### config.mk
export PLATFORM = sky130hd
export DESIGN_NAME = wavetimer8
export DESIGN_NICKNAME = d
export VERILOG_FILES = /design/src/rtl/wtmr_pkg.sv /design/src/rtl/wtmr_counter.sv /design/src/rtl/wtmr_cmpreg.sv /design/src/rtl/wtmr_wave.sv /design/src/rtl/wavetimer8.sv
export SDC_FILE = /design/constraint.sdc
export NUM_CORES = 1
export LEC_CHECK = 0
export BUFFER_PORTS_ARGS = -buffer_cell sky130_fd_sc_hd__buf_2
export CAP_MARGIN = 5
export CORE_UTILIZATION = 33
export CTS_CLUSTER_SIZE = 20
export DETAILED_ROUTE_END_ITERATION = 16
export PLACE_DENSITY = 0.58
export SLEW_MARGIN = 20
export SYNTH_ARGS = -nofsm -noshare
export SYNTH_HDL_FRONTEND = slang
export SYNTH_SLANG_ARGS = --single-unit
### constraint.sdc
create_clock -name clk -period 3.2 [get_ports clk]
set_input_delay 0.48 -clock clk [delete_from_list [all_inputs] [get_ports clk]]
set_output_delay 0.48 -clock clk [all_outputs]
set_load 0.005 [all_outputs]
### src/rtl/wtmr_pkg.sv
package wtmr_pkg;

    typedef enum logic [1:0] {
        WM_FREE  = 2'd0,
        WM_UPDN  = 2'd1,
        WM_RESTART = 2'd2,
        WM_SLOPE = 2'd3
    } wmode_e;

    localparam logic [1:0] ADDR_CTRL  = 2'd0;
    localparam logic [1:0] ADDR_CMP   = 2'd1;
    localparam logic [1:0] ADDR_FLAGS = 2'd3;

    localparam int FLG_OVF_BIT = 0;
    localparam int FLG_CMP_BIT = 1;

endpackage

### src/rtl/wtmr_counter.sv
module wtmr_counter
    import wtmr_pkg::*;
#(
    parameter int W = 8
) (
    input  logic         clk,
    input  logic         rst,
    input  logic         tick,
    input  wmode_e       mode,
    input  logic [W-1:0] cmp_val,
    output logic [W-1:0] cnt,
    output logic         dir_down,
    output logic         step_at_max,
    output logic         step_bottom_turn,
    output logic         match_step
);

    localparam logic [W-1:0] CNT_MAX = {W{1'b1}};
    localparam logic [W-1:0] CNT_ONE = W'(1);

    typedef struct packed {
        logic [W-1:0] cnt;
        logic         down;
    } cnt_state_t;

    cnt_state_t st_d, st_q;

    always_comb begin
        st_d = st_q;
        if (tick) begin
            case (mode)
                WM_UPDN: begin
                    if (!st_q.down) begin
                        if (st_q.cnt == CNT_MAX) begin
                            st_d.cnt  = CNT_MAX - CNT_ONE;
                            st_d.down = 1'b1;
                        end else begin
                            st_d.cnt = st_q.cnt + CNT_ONE;
                        end
                    end else begin
                        if (st_q.cnt == '0) begin
                            st_d.cnt  = CNT_ONE;
                            st_d.down = 1'b0;
                        end else begin
                            st_d.cnt = st_q.cnt - CNT_ONE;
                        end
                    end
                end
                WM_RESTART: begin
                    if (st_q.cnt == cmp_val) st_d.cnt = '0;
                    else                     st_d.cnt = st_q.cnt + CNT_ONE;
                end
                default: st_d.cnt = st_q.cnt + CNT_ONE;
            endcase
        end
        if (mode != WM_UPDN) st_d.down = 1'b0;
        if (rst) st_d = '0;
    end

    always_ff @(posedge clk) begin
        st_q <= st_d;
    end

    assign cnt              = st_q.cnt;
    assign dir_down         = st_q.down;
    assign step_at_max      = tick && (st_q.cnt == CNT_MAX);
    assign step_bottom_turn = tick && (mode == WM_UPDN) && st_q.down && (st_q.cnt == '0);
    assign match_step       = tick && (st_q.cnt == cmp_val);

endmodule

### src/rtl/wtmr_cmpreg.sv
module wtmr_cmpreg
    import wtmr_pkg::*;
#(
    parameter int W = 8
) (
    input  logic         clk,
    input  logic         rst,
    input  wmode_e       mode,
    input  logic         wr_cmp,
    input  logic [W-1:0] wr_val,
    input  logic         step_at_max,
    output logic [W-1:0] active
);

    typedef struct packed {
        logic [W-1:0] pend;
        logic [W-1:0] act;
    } cmp_state_t;

    cmp_state_t st_d, st_q;
    logic       immediate;
    logic       buffered_load;

    always_comb begin
        immediate     = (mode == WM_FREE) || (mode == WM_RESTART);
        buffered_load = step_at_max && ((mode == WM_UPDN) || (mode == WM_SLOPE));
        st_d = st_q;
        if (buffered_load) st_d.act = st_q.pend;
        if (wr_cmp) begin
            st_d.pend = wr_val;
            if (immediate) st_d.act = wr_val;
        end
        if (rst) st_d = '0;
    end

    always_ff @(posedge clk) begin
        st_q <= st_d;
    end

    assign active = st_q.act;

endmodule

### src/rtl/wtmr_wave.sv
module wtmr_wave
    import wtmr_pkg::*;
(
    input  logic       clk,
    input  logic       rst,
    input  wmode_e     mode,
    input  logic [1:0] action,
    input  logic       match_step,
    input  logic       wrap_step,
    input  logic       dir_down,
    input  logic       cmp_is_max,
    output logic       wave
);

    typedef struct packed {
        logic lvl;
    } wave_state_t;

    wave_state_t st_d, st_q;
    logic        slope_match;

    always_comb begin
        st_d        = st_q;
        slope_match = match_step && !cmp_is_max;
        case (mode)
            WM_FREE, WM_RESTART: begin
                if (match_step) begin
                    case (action)
                        2'd1:    st_d.lvl = ~st_q.lvl;
                        2'd2:    st_d.lvl = 1'b0;
                        2'd3:    st_d.lvl = 1'b1;
                        default: st_d.lvl = st_q.lvl;
                    endcase
                end
            end
            WM_SLOPE: begin
                if (action[1]) begin
                    if (wrap_step)        st_d.lvl = ~action[0];
                    else if (slope_match) st_d.lvl = action[0];
                end
            end
            default: begin
                if (action[1] && match_step)
                    st_d.lvl = dir_down ? ~action[0] : action[0];
            end
        endcase
        if (rst) st_d = '0;
    end

    always_ff @(posedge clk) begin
        st_q <= st_d;
    end

    assign wave = st_q.lvl;

endmodule

### src/rtl/wavetimer8.sv
module wavetimer8
    import wtmr_pkg::*;
#(
    parameter int W = 8
) (
    input  logic         clk,
    input  logic         rst,
    input  logic         tick,
    input  logic         wr_en,
    input  logic [1:0]   wr_addr,
    input  logic [W-1:0] wr_data,
    input  logic         port_val,
    input  logic         pin_dir_en,
    output logic         pin_out,
    output logic         pin_oe,
    output logic         wave_o,
    output logic [W-1:0] count_o,
    output logic [W-1:0] cmp_o,
    output logic         ovf_flag_o,
    output logic         cmp_flag_o
);

    localparam logic [W-1:0] CNT_MAX = {W{1'b1}};

    typedef struct packed {
        wmode_e     mode;
        logic [1:0] action;
        logic       ovf;
        logic       cmpf;
    } top_state_t;

    top_state_t st_d, st_q;

    wmode_e     mode_cur;
    logic [1:0] action_cur;
    logic       dir_down;
    logic       step_at_max;
    logic       step_bottom_turn;
    logic       match_step;
    logic       wr_cmp;
    logic       ovf_event;
    logic       disconnected;

    assign mode_cur   = st_q.mode;
    assign action_cur = st_q.action;
    assign wr_cmp     = wr_en && (wr_addr == ADDR_CMP);

    wtmr_counter #(.W(W)) u_cnt (
        .clk              (clk),
        .rst              (rst),
        .tick             (tick),
        .mode             (mode_cur),
        .cmp_val          (cmp_o),
        .cnt              (count_o),
        .dir_down         (dir_down),
        .step_at_max      (step_at_max),
        .step_bottom_turn (step_bottom_turn),
        .match_step       (match_step)
    );

    wtmr_cmpreg #(.W(W)) u_cmp (
        .clk         (clk),
        .rst         (rst),
        .mode        (mode_cur),
        .wr_cmp      (wr_cmp),
        .wr_val      (wr_data),
        .step_at_max (step_at_max),
        .active      (cmp_o)
    );

    wtmr_wave u_wave (
        .clk        (clk),
        .rst        (rst),
        .mode       (mode_cur),
        .action     (action_cur),
        .match_step (match_step),
        .wrap_step  (step_at_max),
        .dir_down   (dir_down),
        .cmp_is_max (cmp_o == CNT_MAX),
        .wave       (wave_o)
    );

    always_comb begin
        st_d      = st_q;
        ovf_event = (mode_cur == WM_UPDN) ? step_bottom_turn : step_at_max;
        if (wr_en && (wr_addr == ADDR_CTRL)) begin
            st_d.mode   = wmode_e'(wr_data[1:0]);
            st_d.action = wr_data[3:2];
        end
        if (wr_en && (wr_addr == ADDR_FLAGS)) begin
            if (wr_data[FLG_OVF_BIT]) st_d.ovf  = 1'b0;
            if (wr_data[FLG_CMP_BIT]) st_d.cmpf = 1'b0;
        end
        if (ovf_event)  st_d.ovf  = 1'b1;
        if (match_step) st_d.cmpf = 1'b1;
        if (rst) st_d = '0;
    end

    always_ff @(posedge clk) begin
        st_q <= st_d;
    end

    always_comb begin
        disconnected = (action_cur == 2'd0) ||
                       ((action_cur == 2'd1) &&
                        ((mode_cur == WM_UPDN) || (mode_cur == WM_SLOPE)));
        pin_out = disconnected ? port_val : wave_o;
        pin_oe  = pin_dir_en;
    end

    assign ovf_flag_o = st_q.ovf;
    assign cmp_flag_o = st_q.cmpf;

endmodule

==> impl_metrics.tcl <==
set metrics [dict create \
    status "completed" \
    skew_ns 0.00680 \
    synth_warnings 0 \
    synth_edf_count 0 \
    seq_area_frac_synth_pct 27.9 \
    post_cts_resized 0 \
    ios 37 \
    grt_pass1_wl_um 10500 \
    final-setup-viol-count 0 \
    syn_to_final_growth_pct 8.88 \
    use_met2_pct 28.7 \
    hold_buffers 0 \
    grt_antenna_before_repair 0 \
    crit_arrival_ns 2.01 \
    synth_area_leader_cell "dfxtp_1" \
    firstDrtPassIters 4 \
    cp-end-kind "primary output" \
    fin_crit_sh_pct 77.7 \
    max-clock-path-buffers 2 \
    vias 2216 \
    cts_sinks 32 \
    routedWlPerCell_um 16.1 \
    synth.area.top_cells "dfxtp_1, nor2_1, a21oi_1, ha_1, nand2_1" \
    stdcell_count 392 \
    cts_made_buffers 5 \
    rows 30 \
    maxCapViolCount 0 \
    finalCriticalPeriod_ns 2.49 \
    drc 0 \
    cts_root_buffer "clkbuf_8" \
    dieWidth_um 85.4 \
    place_congestion 0.866 \
    nNetsFinal 335 \
    drtAntennaViolNets 0 \
    critical-path-slowest-cell "ha_1" \
    cp_data_required_time_ns 2.72 \
    syn-mean-instance-area_um2 7.76 \
    path_max_fanout 13 \
    hold_viol 0 \
    clock_latency_ns 0.29 \
    dp_cells 384 \
    cts_setup_buffers 0 \
    coreArea_mm2 0.00676 \
    cts_tree "yes" \
    syn_area_mm2 0.00230 \
    synthArstFlopShare_pct 0 \
    antenna_cells 0 \
    grt_overflow_total 0 \
    startpoint_type "flop" \
    relSlewSlack_pct 41.6 \
    dpl.hpwl_um 4510 \
    slew_violations 0 \
    grt_max_degree 30 \
    met1_usage_pct 23.9 \
    synth_seq_cells 32 \
    crit_type "flop to primary output" \
    htree_num_levels 2 \
    fp.dieArea_mm2 0.00730 \
    cpPeakStageDelay_ns 0.43 \
    fin_tns_setup_ns 0 \
    drtIter0Drc 191 \
    hold_path.class "input port to flop" \
    grt_busiest_layer "met2" \
    synth_cell_types 55 \
    use_met3_pct 3.79 \
    post-synth-top-area-fraction_pct 27.9 \
    clkSlewWorstSetupHoldPaths_ns 0.08 \
    max-vdd-ir-drop_mv 0.167 \
    total_power_uw 926 \
    leakage_uw 0.00101 \
    startpoint "mode_cur[1]" \
    synthCells 296 \
    wl_um 6300 \
    synth_nets 320 \
    grt_util_all_layers_pct 18.1 \
    fmax_mhz 402 \
    r2r_start "u_cnt.cnt[3]" \
    path_cells "inv_1 > ha_1 > nor2_1 > a21oi_1 > mux2_2 > buf_2" \
    worstMarginPinSlew_ns 0.874 \
    layout-drive-gt1-share_pct 17.0 \
    synth_ff_type "dfxtp_1" \
    rsz0062_at_grt "no" \
    io_buffer_count 34 \
    vias_per_cell 5.65 \
    min_from "wr_data[7]" \
    die_y_um 85.4 \
    initial_core_util_pct 34.0 \
    grt_pass1_vias 2113 \
    power.density_cell_area_mw_per_mm2 370 \
]
## state kept, by name (all words and copies together), names as in the netlist
signal / cells
cmp_flag_o: 1
u_cmp.st_q: 8
u_cnt.dir_down: 1
ovf_flag_o: 1
u_cmp.active: 8
u_wave.wave: 1
u_cnt.cnt: 8
action_cur: 2
mode_cur: 2
## per-stage QoR
step | instance area [um2] | hold WS [ns] | util, % | worst slack [ns]
6_report | 2500 | 0.439 | 37.0 | 0.713
5_1_grt | 2500 | 0.427 | 37.0 | 0.533
4_1_cts | 2500 | 0.434 | 37.0 | 0.705
3_5_place_dp | 2410 | 0.454 | 35.7 | 0.981
3_3_place_gp | 2410 | 0.443 | 35.7 | 1.02
2_1_floorplan | 2300 | 0.436 | - | 1.29
## power by group
part / total (uW) / internal [uW] / leakage, uW / switching, uW
sequential: 437 / 415 / 0.000260 / 22.6
clock: 320 / 152 / 0.0000479 / 169
combinational: 168 / 69.9 / 0.000697 / 98.2
## cells by family (layout without fill, tap and decap cells)
family | Yosys count | in the layout | synth area share, %
simple gates | 112 | 112 | 25.8
flops | 32 | 32 | 27.9
compound gates | 80 | 80 | 23.2
buf+inv | 41 | 57 | 9.31
mux | 10 | 10 | 4.47
xor+xnor | 13 | 13 | 4.96
fa+ha+maj | 8 | 8 | 4.36
## cell usage after synthesis, drive strengths merged (2+ instances only)
cell type   n
nand4b      2
mux2i       8
inv        14
or4         3
o21ai      15
nor2       33
nand2      23
nand3      15
a21oi      21
nand2b      2
mux2        2
dfxtp      32
a31oi       6
o31ai       2
buf        18
o2111a      2
xor2        9
nor2b       4
a221oi      3
o311ai      2
xnor2       4
a211oi     11
or2         2
nor3b       3
clkbuf      9
nor4        3
a2111oi     3
and3        7
nor3        7
a22oi       4
ha          8
a211o       2
nand4       5
## metal layers
layer	vias up	share of wire (%)
li1	1108	-
met1	1019	47
met2	80	46
met3	9	5.9
met4	0	1.5
met5	-	0
## layout make-up
cell class              count  area [um2]
multi-input cells         223        1440
inverters                  14        52.6
fillers                   724        4260
flip-flops and latches     32         641
well taps                  80         100
repair buffers             35         178
clock inverters             3        18.8
clock buffers               5        68.8
## path summary, 6_finish.rpt
path / end / slack, ns / cells after the start
setup / recovery: pin_out / 0.71 / 6
hold / removal: u_cmp.st_q[15] / 0.44 / 3
setup reg to reg: u_wave.wave / 0.93 / 5
hold reg to reg: u_cmp.st_q[12] / 0.46 / 2
## placed cells by master (no fill, tap or decap), drive strengths merged, types with 3 or more instances in the layout
master,count
a2111oi,3
clkbuf,5
nor3b,3
nor4,3
a31oi,6
a211oi,11
a21oi,21
nand3,15
nor2,33
nand4,5
dfxtp,32
nor3,7
mux2i,8
o21ai,15
or4,3
xor2,9
a22oi,4
and3,7
a221oi,3
clkinv,3
nand2,23
nor2b,4
xnor2,4
inv,14
buf,35
ha,8
## critical path: cells and delay by family (launching register included)
kind                       cells  cell delay, ns
buffers and inverters          2            0.24
DFF                            1            0.33
and+or+nand+nor                1            0.17
adders and majority gates      1            0.43
AOI/OAI and AO/OA              1            0.21
muxes                          1            0.34
(Power assumes the default switching activity.)
